## config.mk

```make
export PLATFORM = sky130hd
export DESIGN_NAME = hsByteRx
export DESIGN_NICKNAME = d
export VERILOG_FILES = /design/src/rtl/hsRxPkg.sv /design/src/rtl/hsRxSync.sv /design/src/rtl/hsRxCtrl.sv /design/src/rtl/hsRxData.sv /design/src/rtl/hsByteRx.sv
export SDC_FILE = /design/constraint.sdc
export NUM_CORES = 1
export LEC_CHECK = 0
export BUFFER_PORTS_ARGS = -buffer_cell sky130_fd_sc_hd__buf_2
export CORE_UTILIZATION = 51
export DETAILED_ROUTE_END_ITERATION = 16
export PLACE_DENSITY = 0.81
export RECOVER_POWER = 50
export SLEW_MARGIN = 10
export SYNTH_ARGS = -nofsm -noshare
export SYNTH_HDL_FRONTEND = slang
export SYNTH_SLANG_ARGS = --single-unit
```

## constraint.sdc

```tcl
create_clock -name clk -period 3.4 [get_ports clk]
set_clock_uncertainty 0.1 [all_clocks]
set_input_delay 0.17 -clock clk [delete_from_list [all_inputs] [get_ports clk]]
set_output_delay 0.17 -clock clk [all_outputs]
set_load 0.05 [all_outputs]
```

## src/rtl/hsRxPkg.sv

```systemverilog
package hsRxPkg;

  typedef enum logic [2:0] {
    ST_IDLE,   // waiting for a strobe request
    ST_PEND,   // request seen, output register still busy
    ST_READY,  // acknowledge high, waiting for data-valid edge
    ST_CAPT,   // sample the bus this cycle
    ST_PULSE   // single-handshake acknowledge pulse
  } rxState_e;

  typedef struct packed {
    logic loadByte;
    logic ackRaise;
    logic ackDrop;
    logic errSet;
  } rxCtrl_t;

endpackage

```

## src/rtl/hsRxSync.sv

```systemverilog
module hsRxSync #(
  parameter int STAGES = 2,
  parameter bit IDLE_LEVEL = 1'b1
) (
  input  logic clk,
  input  logic rstN,
  input  logic asyncIn,
  output logic edgeRise,
  output logic edgeFall
);
  localparam int CHAIN_W = STAGES + 1;

  logic [CHAIN_W-1:0] chain;

  always_ff @(posedge clk) begin
    if (!rstN) chain <= {CHAIN_W{IDLE_LEVEL}};
    else       chain <= {chain[CHAIN_W-2:0], asyncIn};
  end

  // chain[STAGES-1] is the synchronized level, chain[STAGES] its previous value
  assign edgeRise = chain[STAGES-1] & ~chain[STAGES];
  assign edgeFall = ~chain[STAGES-1] & chain[STAGES];

endmodule

```

## src/rtl/hsRxCtrl.sv

```systemverilog
module hsRxCtrl
  import hsRxPkg::*;
(
  input  logic    clk,
  input  logic    rstN,
  input  logic    modeSingle,
  input  logic    stbRise,
  input  logic    stbFall,
  input  logic    busy,
  output rxCtrl_t ctrl
);
  rxState_e state, stateNext;

  always_comb begin
    stateNext = state;
    ctrl      = '0;
    unique case (state)
      ST_IDLE: begin
        if (!modeSingle && stbRise) begin
          ctrl.errSet = 1'b1;
        end else if (stbFall) begin
          if (busy)            stateNext = ST_PEND;
          else if (modeSingle) stateNext = ST_CAPT;
          else begin
            ctrl.ackRaise = 1'b1;
            stateNext     = ST_READY;
          end
        end
      end
      ST_PEND: begin
        if (!modeSingle && stbRise) begin
          ctrl.errSet = 1'b1;
          stateNext   = ST_IDLE;
        end else if (!busy) begin
          if (modeSingle) stateNext = ST_CAPT;
          else begin
            ctrl.ackRaise = 1'b1;
            stateNext     = ST_READY;
          end
        end
      end
      ST_READY: begin
        if (stbRise) stateNext = ST_CAPT;
      end
      ST_CAPT: begin
        ctrl.loadByte = 1'b1;
        if (modeSingle) begin
          ctrl.ackRaise = 1'b1;
          stateNext     = ST_PULSE;
        end else begin
          ctrl.ackDrop = 1'b1;
          stateNext    = ST_IDLE;
        end
      end
      ST_PULSE: begin
        ctrl.ackDrop = 1'b1;
        stateNext    = ST_IDLE;
      end
      default: stateNext = ST_IDLE;
    endcase
  end

  always_ff @(posedge clk) begin
    if (!rstN) state <= ST_IDLE;
    else       state <= stateNext;
  end

  // a four-phase capture only follows the ready state
  assert_capt_from_ready_R3: assert property (@(posedge clk) disable iff (!rstN)
    (state == ST_CAPT && !modeSingle) |-> ($past(state) == ST_READY));

  // never load into an occupied output register
  assert_no_load_busy_R4: assert property (@(posedge clk) disable iff (!rstN)
    ctrl.loadByte |-> !busy);

endmodule

```

## src/rtl/hsRxData.sv

```systemverilog
module hsRxData
  import hsRxPkg::*;
#(
  parameter int DATA_W = 8
) (
  input  logic              clk,
  input  logic              rstN,
  input  logic              modeSingle,
  input  rxCtrl_t           ctrl,
  input  logic [DATA_W-1:0] linkData,
  input  logic              outReady,
  output logic [DATA_W-1:0] outData,
  output logic              outValid,
  output logic              ackOut,
  output logic              errOut
);
  logic [DATA_W-1:0] dataQ;
  logic              validQ, ackQ, errQ;

  always_ff @(posedge clk) begin
    if (!rstN) begin
      dataQ  <= '0;
      validQ <= 1'b0;
      ackQ   <= 1'b0;
      errQ   <= 1'b0;
    end else begin
      if (ctrl.loadByte) begin
        dataQ  <= linkData;
        validQ <= 1'b1;
      end else if (validQ && outReady) begin
        validQ <= 1'b0;
      end
      if (ctrl.ackDrop)       ackQ <= 1'b0;
      else if (ctrl.ackRaise) ackQ <= 1'b1;
      if (ctrl.errSet) errQ <= 1'b1;
    end
  end

  assign outData  = dataQ;
  assign outValid = validQ;
  assign ackOut   = ackQ;
  assign errOut   = errQ;

  // an unaccepted byte holds
  assert_valid_hold_R5: assert property (@(posedge clk) disable iff (!rstN)
    (validQ && !outReady) |=> (validQ && $stable(dataQ)));

  // error flag is sticky
  assert_err_sticky_R6: assert property (@(posedge clk) disable iff (!rstN)
    errQ |=> errQ);

  // four-phase readiness only with an empty output register
  assert_ack_when_empty_R4: assert property (@(posedge clk) disable iff (!rstN)
    (!modeSingle && $rose(ackQ)) |-> !validQ);

  // single-handshake acknowledge is a one-cycle pulse
  assert_single_pulse_R7: assert property (@(posedge clk) disable iff (!rstN)
    (modeSingle && ackQ) |=> !ackQ);

endmodule

```

## src/rtl/hsByteRx.sv

```systemverilog
module hsByteRx
  import hsRxPkg::*;
#(
  parameter int DATA_W      = 8,
  parameter int SYNC_STAGES = 2
) (
  input  logic              clk,
  input  logic              rstN,
  input  logic              modeSingle,
  input  logic              linkStb,
  input  logic [DATA_W-1:0] linkData,
  output logic              linkAck,
  output logic [DATA_W-1:0] outData,
  output logic              outValid,
  input  logic              outReady,
  output logic              protoErr
);
  logic    stbRise, stbFall;
  rxCtrl_t ctrl;

  hsRxSync #(.STAGES(SYNC_STAGES), .IDLE_LEVEL(1'b1)) uSync (
    .clk(clk), .rstN(rstN), .asyncIn(linkStb),
    .edgeRise(stbRise), .edgeFall(stbFall)
  );

  hsRxCtrl uCtrl (
    .clk(clk), .rstN(rstN), .modeSingle(modeSingle),
    .stbRise(stbRise), .stbFall(stbFall), .busy(outValid), .ctrl(ctrl)
  );

  hsRxData #(.DATA_W(DATA_W)) uData (
    .clk(clk), .rstN(rstN), .modeSingle(modeSingle), .ctrl(ctrl),
    .linkData(linkData), .outReady(outReady), .outData(outData),
    .outValid(outValid), .ackOut(linkAck), .errOut(protoErr)
  );

endmodule

```

## After elaboration in Yosys (flattened, before gate mapping)

Index checks and enable logic that the tools add are counted.

| word-level totals | value |
|---|---|
| register bits after elaboration | 17 |
| word-level logic and storage cells | 49 |

| cells by class | value |
|---|---|
| equal/unequal tests | 8 |
| mux-type cells | 22 |
| bitwise gates (word level) | 5 |
| reduce and logical (&&, ||, !) cells | 8 |

Operator list:

| kind | number |
|---|---|
| $mux W3 | 7 |
| $mux W1 | 12 |
| $pmux W3 S4 | 1 |
| $eq A3 B2 Y1 const B | 2 |
| $ne A2 B2 Y1 const B | 2 |
| $reduce_and A4 Y1 | 1 |
| $reduce_or A2 Y1 | 2 |
| $eq A3 B1 Y1 const B | 1 |
| $eq A3 B3 Y1 const B | 1 |
| $logic_not A3 Y1 | 1 |
| $ne A3 B3 Y1 const B | 1 |
| $not A1 Y1 | 3 |
| $pmux W1 S3 | 1 |
| $and A1 B1 Y1 | 2 |
| $logic_and A1 B1 Y1 | 2 |
| $ne A2 B1 Y1 const B | 1 |
| $pmux W1 S2 | 1 |
| $reduce_bool A2 Y1 | 1 |
| $logic_not A1 Y1 | 1 |

## Depth between registers and ports, before layout

| depth | value |
|---|---|
| word-level depth | 5 |
| mapped depth | 5 |

## By module

A second synthesis with hierarchy kept.

| unflattened totals | value |
|---|---|
| cells, all modules | 74 |
| area total of the unflattened synthesis | 721.9 sq um |

Modules (own cells, without submodules):

| module | instances | cells an instance | area an instance (sq um) |
|---|---|---|---|
| hsRxData | 1 | 34 | 397.9 |
| hsRxCtrl | 1 | 32 | 232.7 |
| hsRxSync | 1 | 8 | 91.3 |

## Worst setup path after synthesis

OpenSTA, ideal clock, no wires.

| path | value |
|---|---|
| kind | flip-flop to flip-flop |
| from | register uData.validQ, in the netlist uData.outValid |
| to | register uCtrl.state[0] |
| arrival time | 1.093 ns |
| required time | 3.225 ns |
| slack | 2.132 ns |
| stages on the path, launching flop included | 4 |
| path buffers | 0 |
| clock period less this slack | 1.268 ns |
| cell sequence | dfxtp_1 o21ba_2 o21ai_0 o22ai_1 |

| between the ends | value |
|---|---|
| word-level cells in the longest chain between the ends | 4 |
| elaborated cells between the ends (all ways) | 6 |

RTL lines:

| what | line | source |
|---|---|---|
| start, declared | hsRxData.sv:18 | `logic validQ, ackQ, errQ;` |
| start signal, assigned | hsRxData.sv:23 | `validQ <= 1'b0;` |
| start signal, assigned | hsRxData.sv:29 | `validQ <= 1'b1;` |
| start signal, assigned | hsRxData.sv:31 | `validQ <= 1'b0;` |
| $mux W3 | hsRxCtrl.sv:22 | `if (busy) stateNext = ST_PEND;` |
| $mux W3 | hsRxCtrl.sv:21 | `end else if (stbFall) begin` |
| $mux W3 | hsRxCtrl.sv:19 | `if (!modeSingle && stbRise) begin` |
| $pmux W3 S4 | hsRxCtrl.sv:17 | `unique case (state)` |
| end signal, assigned | hsRxCtrl.sv:65 | `else state <= stateNext;` |
| end, declared | hsRxCtrl.sv:12 | `rxState_e state, stateNext;` |

Several ways; a longest one is shown, not always the timed one. The select of a mux whose other input is x is not followed.
A chain may end at the register's enable or synchronous reset.

## Final worst setup path

| path | value |
|---|---|
| from | register uCtrl.state[1] |
| to | register uData.ackQ, in the netlist uData.ackOut |

| between the ends | value |
|---|---|
| word-level cells in the longest chain between the ends | 3 |
| elaborated cells between the ends (all ways) | 7 |

RTL lines:

| what | line | source |
|---|---|---|
| $eq A3 B3 Y1 or $eq A3 B2 Y1 (tied branches) | hsRxCtrl.sv:17 |  |
| $pmux W1 S2 | hsRxCtrl.sv:17 |  |
| $reduce_or A2 Y1 (no source line) | - |  |
| end signal, assigned | hsRxData.sv:24 | `ackQ <= 1'b0;` |
| end signal, assigned | hsRxData.sv:33 | `if (ctrl.ackDrop) ackQ <= 1'b0;` |
| end signal, assigned | hsRxData.sv:34 | `else if (ctrl.ackRaise) ackQ <= 1'b1;` |
| end, declared | hsRxData.sv:18 |  |

Several ways; a longest one is shown, not always the timed one.

==> impl_metrics.py <==
metrics = {
    "logic_synthesis": {
        "async_flop_share": 0,
        "ys_seq_area_frac": 0.471,
        "synth_edf_count": 0,
        "syn_nets": 85,
        "ys.flop_type": "dfxtp_1",
        "synthCells": 72,
        "yosysTopAreaCellShare": 0.471,
        "synth.cell_area_um2": 723,
        "synth_top_area_cell": "dfxtp_1",
        "syn_area_per_cell_um2": 10.0,
        "synthTopCellsByCount": "dfxtp_1 (17), nor2b_1 (10), mux2i_1 (8), nand2b_1 (5)",
        "yosysMostFrequentCell": "dfxtp_1",
        "synth_warnings": 0,
        "synthTopCellsByArea": "dfxtp_1 (47%), mux2i_1 (11%), nor2b_1 (8.7%), nand2b_1 (4.3%), o2111ai_1 (3.6%)",
        "ys_ff_latch": 17,
        "netlist-cell-type-count": 28,
    },
    "pwr": {
        "p_per_area_mw_per_mm2": 405,
        "p_comb_frac": 0.096,
        "internal_power_uw": 265,
        "switching_share": 0.232,
        "seq_power_share": 0.605,
        "power.total_uw": 346,
        "ir_worst_vdd_mv": 0.245,
        "p_clk_frac": 0.299,
        "leakage_nw": 0.389,
        "net-switching-power_uw": 80.2,
    },
    "global_routing": {
        "grt_pass1_wl_mm": 1.95,
        "grt_pass1_vias": 480,
        "antenna_found_initial": 0,
        "use_met1": 0.231,
        "grt_busiest_layer": "met2",
        "global_route.usage.total": 0.192,
        "grt_max_degree": 17,
        "gr-usage-met3": 0.0511,
        "grt-ovfl-total": 0,
        "met2_usage": 0.307,
    },
    "timing": {
        "period_share": 0.514,
        "timing.fmax_mhz": 572,
        "maxSlewHeadroom": 0.587,
        "worstMarginPinSlew_ns": 0.617,
        "slew_violations": 0,
        "finalSetupTns_ns": 0,
        "setup_viol": 0,
        "hold_viol_final": 0,
        "rsz0062_at_grt": "false",
        "fin_crit_ns": 1.75,
    },
    "floorplanning": {
        "rows": 13,
        "die_x_um": 39.7,
        "top_level_ports": 24,
        "core_area_mm2": 0.00132,
        "dieArea_mm2": 0.00157,
        "start_util": 0.549,
        "die_h_um": 39.7,
    },
    "cts": {
        "cts_tree": "built",
        "post_cts_buffers": 0,
        "root_buffer": "clkbuf_4",
        "tritoncts.num_buffers": 3,
        "htree_levels": 1,
        "clk_latency_ns": 0.28,
        "cts.clk_slew.worst_paths_ns": 0.10,
        "clock_sinks": 17,
        "clock_path_buffers": 2,
    },
    "setup_path": {
        "crit_buf_inv": 0,
        "critical_path_class": "register to register",
        "cp.required_ns": 3.44,
        "worstPathCellList": "nand3b_1 > o221ai_1 > a31oi_1",
        "worstSetupStartpoint": "uCtrl.state[1]",
        "end_kind": "register",
        "rr_endpoint": "uData.ackOut",
        "r2r-start": "uCtrl.state[1]",
        "cp_max_fo": 12,
        "cp-start-kind": "register",
        "crit_end": "uData.ackOut",
        "cp_top_family": "flip-flops",
        "reg2reg_slack_ns": 1.65,
        "worst_path_max_delay_cell": "dfxtp_1",
        "cp_slowest_stage_delay_ns": 0.51,
        "reg2regPathDepth": 3,
        "crit_arrival_ns": 1.79,
        "path_depth": 3,
    },
    "min_path": {
        "hp-class": "input port to register",
    },
    "routing": {
        "wirelength_mm": 1.25,
        "drtAntennaViolNets": 0,
        "routed-via-count": 582,
        "drtPass1Iterations": 4,
        "wire_per_inst_um": 11.3,
        "vias_per_cell": 5.24,
        "initialDrtViolationCount": 11,
        "drc": 0,
    },
    "flow_run": {
        "maxCapViolations": 0,
    },
    "place": {
        "hpwlAfterDp_um": 877,
        "gp_congestion": 0.736,
        "dpl_cell_area_um2": 830,
        "port-buffer-count": 23,
    },
    "final_layout": {
        "antenna-diode-count": 0,
        "final_nets": 110,
        "final_cell_area_um2": 853,
        "fill_cells": 124,
        "drive_above_1_share": 0.208,
        "syn2layout_area_growth_pct": 18.0,
    },
    "status": {
        "outcome": "finished clean",
    },
}
==> tightest hold or removal path, cell delays in order <==
cell and delay (ns):
buf_2 0.07, mux2i_1 0.05, nor2b_1 0.09
==> cell families after synthesis <==
kind of cell,count (synthesis),synth area share
AOI/OAI and AO/OA,13,0.132
buffers and inverters,7,0.0536
DFF,17,0.471
muxes,8,0.111
and+or+nand+nor,27,0.234
==> worst min-delay path by stage <==
stage	cells after the start	start	endpoint	slack (ns)
6_report	3	linkData[0]	uData.outData[0]	0.03
3_5_place_dp	2	linkStb	uSync.chain[0]	0.26
5_1_grt	3	linkData[2]	uData.outData[2]	0.04
2_1_floorplan	1	rstN	uSync.chain[0]	0.14
4_1_cts	3	linkData[0]	uData.outData[0]	0.03
3_3_place_gp	2	linkStb	uSync.chain[0]	0.25
==> placed cells by master (no fill, tap or decap), drive strengths merged, types with 2 or more instances in the layout <==
cell / n
dfxtp: 17
nor2: 3
inv: 3
buf: 13
o21ai: 3
nand2: 2
mux2i: 8
nand2b: 5
clkbuf: 14
nor2b: 10
o2111ai: 3
==> repair_timing <==
item                       4_1_cts  5_1_grt
setup endpoints to repair        0        0
hold buffers                     1        0
resized for setup                0        0
hold endpoints to repair         1        0
==> sequential cells by signal, indices dropped and copies added (netlist names) <==
signal and count:
uData.errOut 1, uData.outData 8, uCtrl.state 3, uData.ackOut 1
uSync.chain 3, uData.outValid 1
==> layer usage <==
metal / share of wire / vias to the layer above
li1: - / 298
met1: 0.46 / 263
met2: 0.49 / 19
met3: 0.040 / 2
met4: 0.0096 / 0
met5: 0 / -
==> final cells by class <==
| cell class | count | area, um2 | share of cell area |
|---|---|---|---|
| flip-flops and latches | 17 | 340 | 0.399 |
| inverters | 3 | 11.3 | 0.0132 |
| repair buffers | 24 | 113 | 0.132 |
| well taps | 15 | 18.8 | 0.0220 |
| multi-input cells | 48 | 344 | 0.403 |
| clock buffers | 4 | 26.3 | 0.0308 |
==> metrics by stage <==
| step | instances | worst slack, ns | util | hold WS (ns) |
|---|---|---|---|---|
| after detailed placement | 106 | 1.74 | 0.630 | 0.255 |
| after global routing | 111 | 1.52 | 0.648 | 0.0354 |
| after floorplan | 72 | 2.13 | - | 0.143 |
| after global placement | 106 | 1.80 | 0.630 | 0.255 |
| after CTS | 111 | 1.66 | 0.657 | 0.0280 |
| final | 111 | 1.65 | 0.648 | 0.0339 |
==> power groups by stage <==
stage | Clock [mW] | Combinational (mW) | Sequential, mW
after floorplan | 0 | 0.0206 | 0.216
after global placement | 0 | 0.0321 | 0.213
after detailed placement | 0 | 0.0325 | 0.214
after CTS | 0.107 | 0.0336 | 0.209
after global routing | 0.115 | 0.0363 | 0.210
final | 0.103 | 0.0331 | 0.209
Note: power is estimated with default switching activity, not from simulation.
